<file path="src/rtl/dbpar_pkg.sv">
// Package: shared constants for the lane parity guard.
// Assumes the configuration register is at least one bit wider than the lane count.
package dbpar_pkg;
    localparam int DEF_BUS_W  = 64;
    localparam int DEF_LANE_W = 16;
    localparam int DEF_CFG_W  = 8;
endpackage

</file>
<file path="src/rtl/dbpar_lane_parity.sv">
// Module: dbpar_lane_parity
// Computes one even-parity bit per LANE_W-bit lane of a BUS_W-bit word.
// Assumes BUS_W is a whole multiple of LANE_W. Purely combinational.
module dbpar_lane_parity #(
    parameter int BUS_W  = dbpar_pkg::DEF_BUS_W,
    parameter int LANE_W = dbpar_pkg::DEF_LANE_W,
    localparam int LANES = BUS_W / LANE_W
) (
    input  logic [BUS_W-1:0] word,
    output logic [LANES-1:0] par
);
    for (genvar g = 0; g < LANES; g++) begin : g_lane
        // reduce one lane to its even-parity bit
        always_comb par[g] = ^word[g*LANE_W +: LANE_W];
    end
endmodule

</file>
<file path="src/rtl/dbpar_cfg.sv">
// Module: dbpar_cfg
// Holds the injection mask (low LANES bits) and the detection enable (bit LANES).
// Assumes CFG_W > LANES. Writes land at the clock edge of the strobe cycle.
module dbpar_cfg #(
    parameter int LANES = 4,
    parameter int CFG_W = dbpar_pkg::DEF_CFG_W
) (
    input  logic             clk,
    input  logic             rst_n,
    input  logic             cfg_we,
    input  logic [CFG_W-1:0] cfg_wdata,
    output logic [LANES-1:0] mask,
    output logic             en,
    output logic [CFG_W-1:0] cfg_rdata
);
    localparam int EN_BIT = LANES;

    // load the settings on a write, clear them on reset
    always_ff @(posedge clk) begin
        if (!rst_n) begin
            mask <= '0;
            en   <= 1'b0;
        end else if (cfg_we) begin
            mask <= cfg_wdata[LANES-1:0];
            en   <= cfg_wdata[EN_BIT];
        end
    end

    // assemble the readback word
    always_comb begin
        cfg_rdata              = '0;
        cfg_rdata[LANES-1:0]   = mask;
        cfg_rdata[EN_BIT]      = en;
    end


    cfg_write_chk: assert property (@(posedge clk) disable iff (!rst_n)
        cfg_we |=> (mask == $past(cfg_wdata[LANES-1:0]) && en == $past(cfg_wdata[EN_BIT])));


    cfg_reset_chk: assert property (@(posedge clk)
        !rst_n |=> (mask == '0 && !en));
endmodule

</file>
<file path="src/rtl/dbpar_cmp.sv">
// Module: dbpar_cmp
// Compares masked recomputed parity with received parity and registers the result.
// Assumes calc_par is the plain lane parity of the beat presented with rd_valid.
module dbpar_cmp #(
    parameter int LANES = 4
) (
    input  logic             clk,
    input  logic             rst_n,
    input  logic             rd_valid,
    input  logic             en,
    input  logic [LANES-1:0] mask,
    input  logic [LANES-1:0] calc_par,
    input  logic [LANES-1:0] rd_par,
    output logic [LANES-1:0] err_lane,
    output logic             err_any
);
    logic [LANES-1:0] miss;

    // lanes that disagree after injection, gated by valid and enable
    always_comb miss = ((calc_par ^ mask) ^ rd_par) & {LANES{rd_valid & en}};

    // register the per-lane flags and the summary pulse
    always_ff @(posedge clk) begin
        if (!rst_n) begin
            err_lane <= '0;
            err_any  <= 1'b0;
        end else begin
            err_lane <= miss;
            err_any  <= |miss;
        end
    end


    any_matches_lanes_chk: assert property (@(posedge clk) disable iff (!rst_n)
        err_any == (err_lane != '0));


    quiet_when_off_chk: assert property (@(posedge clk) disable iff (!rst_n)
        !en |=> !err_any);


    quiet_when_idle_chk: assert property (@(posedge clk) disable iff (!rst_n)
        !rd_valid |=> (err_lane == '0));


    clean_beat_chk: assert property (@(posedge clk) disable iff (!rst_n)
        (rd_valid && mask == '0 && rd_par == calc_par) |=> (err_lane == '0));
endmodule

</file>
<file path="src/rtl/dbpar_guard.sv">
// Module: dbpar_guard (top)
// Lane parity generator for outgoing words and checker with error injection
// for read-return words. Assumes one beat per cycle on the return path.
module dbpar_guard #(
    parameter int BUS_W  = dbpar_pkg::DEF_BUS_W,
    parameter int LANE_W = dbpar_pkg::DEF_LANE_W,
    parameter int CFG_W  = dbpar_pkg::DEF_CFG_W,
    localparam int LANES = BUS_W / LANE_W
) (
    input  logic             clk,
    input  logic             rst_n,
    input  logic             cfg_we,
    input  logic [CFG_W-1:0] cfg_wdata,
    output logic [CFG_W-1:0] cfg_rdata,
    input  logic [BUS_W-1:0] tx_data,
    output logic [LANES-1:0] tx_par,
    input  logic             rd_valid,
    input  logic [BUS_W-1:0] rd_data,
    input  logic [LANES-1:0] rd_par,
    output logic [LANES-1:0] err_lane,
    output logic             err_any
);
    logic [LANES-1:0] mask;
    logic             en;
    logic [LANES-1:0] rd_calc;

    dbpar_cfg #(.LANES(LANES), .CFG_W(CFG_W)) u_cfg (
        .clk(clk), .rst_n(rst_n), .cfg_we(cfg_we), .cfg_wdata(cfg_wdata),
        .mask(mask), .en(en), .cfg_rdata(cfg_rdata)
    );

    dbpar_lane_parity #(.BUS_W(BUS_W), .LANE_W(LANE_W)) u_tx_par (
        .word(tx_data), .par(tx_par)
    );

    dbpar_lane_parity #(.BUS_W(BUS_W), .LANE_W(LANE_W)) u_rd_par (
        .word(rd_data), .par(rd_calc)
    );

    dbpar_cmp #(.LANES(LANES)) u_cmp (
        .clk(clk), .rst_n(rst_n), .rd_valid(rd_valid), .en(en), .mask(mask),
        .calc_par(rd_calc), .rd_par(rd_par), .err_lane(err_lane), .err_any(err_any)
    );


    err_reset_chk: assert property (@(posedge clk)
        !rst_n |=> (err_lane == '0 && !err_any));


    lane_flag_needs_beat_chk: assert property (@(posedge clk) disable iff (!rst_n)
        (err_lane != '0) |-> ($past(rd_valid) && $past(en)));
endmodule

</file>
<file path="config.mk">
export PLATFORM = sky130hd
export DESIGN_NAME = dbpar_guard
export DESIGN_NICKNAME = d
export VERILOG_FILES = /design/src/rtl/dbpar_pkg.sv /design/src/rtl/dbpar_lane_parity.sv /design/src/rtl/dbpar_cfg.sv /design/src/rtl/dbpar_cmp.sv /design/src/rtl/dbpar_guard.sv
export SDC_FILE = /design/constraint.sdc
export NUM_CORES = 1
export LEC_CHECK = 0
export BUFFER_PORTS_ARGS = -buffer_cell sky130_fd_sc_hd__buf_4
export CORE_MARGIN = 10
export CORE_UTILIZATION = 33
export DETAILED_ROUTE_END_ITERATION = 8
export PLACE_DENSITY = 0.79
export SLEW_MARGIN = 15
export SYNTH_ARGS = -nofsm -noshare
export SYNTH_HDL_FRONTEND = slang
export SYNTH_SLANG_ARGS = --single-unit
</file>
<file path="constraint.sdc">
create_clock -name clk -period 1.5 [get_ports clk]
set_input_delay 0.225 -clock clk [delete_from_list [all_inputs] [get_ports clk]]
set_output_delay 0.225 -clock clk [all_outputs]
set_load 0.02 [all_outputs]
</file>
==> flow_metrics.py <==
metrics = {
    "status": {
        "status": "complete, but fails checks",
        "violations": "negative setup slack",
    },
    "clocking": {
        "clock_latency_ps": 230,
        "cts.sinks": 10,
        "cts_hold_buf": 0,
        "clkTransAtPathRegs_ps": 40,
        "cts_setup_buffers": 0,
        "cts-root-buf": "clkbuf_8",
        "cts_tree": "done",
        "clock_path_buffers": 2,
        "htreeDepth": 1,
        "cts-buffers-inserted": 3,
    },
    "hold_path": {
        "hold_depth": 3,
        "min_path_type": "input pin to register",
        "hold_start": "cfg_wdata[3]",
        "holdPathEnd": "u_cfg.mask[3]",
    },
    "route": {
        "drtPass1Iterations": 4,
        "via_per_inst": 4.27,
        "drc": 0,
        "antenna_left": 0,
        "drt_iter0_drc": 9,
        "wirelength_um": 5710,
        "vias": 1572,
        "wl_per_cell_um": 15.5,
    },
    "sta": {
        "max_freq_mhz": 655,
        "slew_violations": 0,
        "setup_viol": 1,
        "skew_ps": 3.10,
        "timing.final.ws_setup_ps": -26.5,
        "tns_ps": -26.5,
        "min_period_ps": 1530,
        "rsz0062_at_grt": "true",
        "hold_viol": 0,
        "timing.final.crit_share": 1.02,
    },
    "layout": {
        "final_cell_mix": "buf_4 (148), xnor2_1 (85), xor2_1 (10), dfxtp_1 (10), mux2i_1 (9)",
        "diodes": 0,
        "drive_gt1_frac": 0.548,
        "syn2layout_area_growth_pct": 90.5,
        "final_common_cell": "buf_4",
        "nNetsFinal": 460,
    },
    "placement": {
        "portBuffers": 154,
        "routabilityCongestion": 0.691,
        "dp_hpwl_um": 5190,
    },
    "power": {
        "power.density_nw_per_um2": 690,
        "power_w": 0.00207,
        "peakVddDrop_v": 0.000833,
        "leakage_nw": 1.40,
    },
    "worst_setup_path": {
        "crit_slowest_cell": "xnor3_1",
        "crit_path_cell_trace": "buf_8 -> xor2_4 -> xnor2_2 -> xnor3_1 -> mux2i_1 -> o41a_1",
        "arrival_ps": 1640,
        "r2r-end": "u_cmp.err_any",
        "crit_path_end_kind": "register",
        "reg2reg_from": "u_cfg.mask[0]",
        "reg2reg_slack_ps": 20,
        "critPathKind": "input pin to register",
        "worst-r2r-cell-count": 5,
        "cp.required_ps": 1610,
        "worstSetupStartpointType": "input pin",
        "cp_max_fo": 2,
        "slowest_delay_ps": 430,
    },
    "floorplan": {
        "die_y_um": 89.1,
        "start_util": 0.338,
        "row_count": 25,
        "dieWidth_um": 89.1,
        "core-area_um2": 4660,
        "dieArea_um2": 7940,
        "ios": 161,
    },
    "synthesis": {
        "synth_seq_area_share": 0.127,
        "ys_seq_elements": 10,
        "post-synth-top-area-fraction": 0.534,
        "synthesis.area_um2": 1580,
        "synth_cell_types": 16,
        "synth_top_cell_by_area": "xnor2_1",
        "yosys-top-cells-area": "xnor2_1 (53%), dfxtp_1 (13%), xnor3_1 (10%)",
        "yosys_warnings": 0,
        "syn_area_per_cell_um2": 9.78,
        "syn_inst": 161,
    },
    "global_route": {
        "antenna_found_initial": 0,
        "grt_max_degree": 11,
        "grt.overflow.total": 0,
        "grtUsageTotal": 0.133,
        "grt_pass1_vias": 1700,
        "grt_pass1_wl_um": 8280,
    },
    "run": {
        "max-cap-violations": 0,
    },
}
==> critical path: cells and delay by family <==
family | cells | cell delay [ps]
mux | 1 | 140
xor+xnor | 3 | 750
buf+inv | 1 | 100
compound gates | 1 | 410
==> area by class of cell <==
type | count | area, um^2
Fill cell | 390 | 1660
Clock buffer | 3 | 41.3
Timing Repair Buffer | 154 | 1180
Sequential cell | 10 | 200
Multi-Input combinational cell | 147 | 1510
Tap cell | 54 | 67.6
==> through the flow <==
stage | hold WS, ps | util | std cells | instance area (um^2) | setup WS [ps]
final | 258 | 0.644 | 368 | 3000 | -26.5
after detailed placement | 492 | 0.613 | 365 | 2860 | -291
after global placement | 479 | 0.613 | 365 | 2860 | -267
after CTS | 255 | 0.626 | 368 | 2920 | -3.60
after global routing | 274 | 0.644 | 368 | 3000 | -61.1
after floorplan | 347 | - | 163 | 1670 | -44.5
==> registers in the layout, summed over array words and instances, names as in the netlist <==
name	flops
u_cfg.en	1
u_cfg.mask	4
u_cmp.err_any	1
u_cmp.err_lane	4
==> cell usage after synthesis (all sizes together) <==
master,count
and2,5
buf,4
clkbuf,2
conb,1
dfxtp,10
mux2i,9
nand2,4
nand2b,3
nor2b,5
o41a,1
or2b,1
xnor2,96
xnor3,8
xor2,12
==> report_power, final <==
group | total (W) | internal [W] | switching [W]
Clock | 0.000267 | 0.000175 | 0.0000923
Sequential | 0.000296 | 0.000285 | 0.0000104
Combinational | 0.00151 | 0.000925 | 0.000583
Total | 0.00207 | 0.00139 | 0.000686
==> repair_timing <==
action | in CTS | in global routing
gates resized for setup | 3 | 13
setup endpoints to repair | 1 | 1
cloned | 0 | 0
pin swaps | 5 | 8
==> logic make-up (layout without fill, tap and decap cells) <==
logic type	after synthesis	count (layout)	share of synthesized area
and+or+nand+nor	18	18	0.0667
buffers and inverters	6	157	0.0238
xor gates and xnor gates	116	116	0.716
other	1	3	0.00238
DFF	10	10	0.127
muxes	9	9	0.0572
AOI/OAI and AO/OA	1	1	0.00715
==> how the worst max path moves through the flow <==
| stage | startpoint | endpoint | slack, ps | cells after the start |
|---|---|---|---|---|
| global route | rd_data[14] | u_cmp.err_any | -60 | 6 |
| CTS | rd_data[25] | u_cmp.err_any | -4 | 6 |
| global placement | rd_data[15] | u_cmp.err_any | -270 | 6 |
| detailed placement | rd_data[15] | u_cmp.err_any | -290 | 6 |
| floorplan | rd_data[57] | u_cmp.err_any | -40 | 5 |
| finish | rd_data[14] | u_cmp.err_any | -30 | 6 |
==> metal layers <==
layer / track usage / share of wire
met1: 0.128 / 0.31
met2: 0.226 / 0.50
met3: 0.0985 / 0.18
met4: 0.0217 / 0.0082
met5: 0 / 0
No activity file was read; power rests on OpenSTA's default activity.
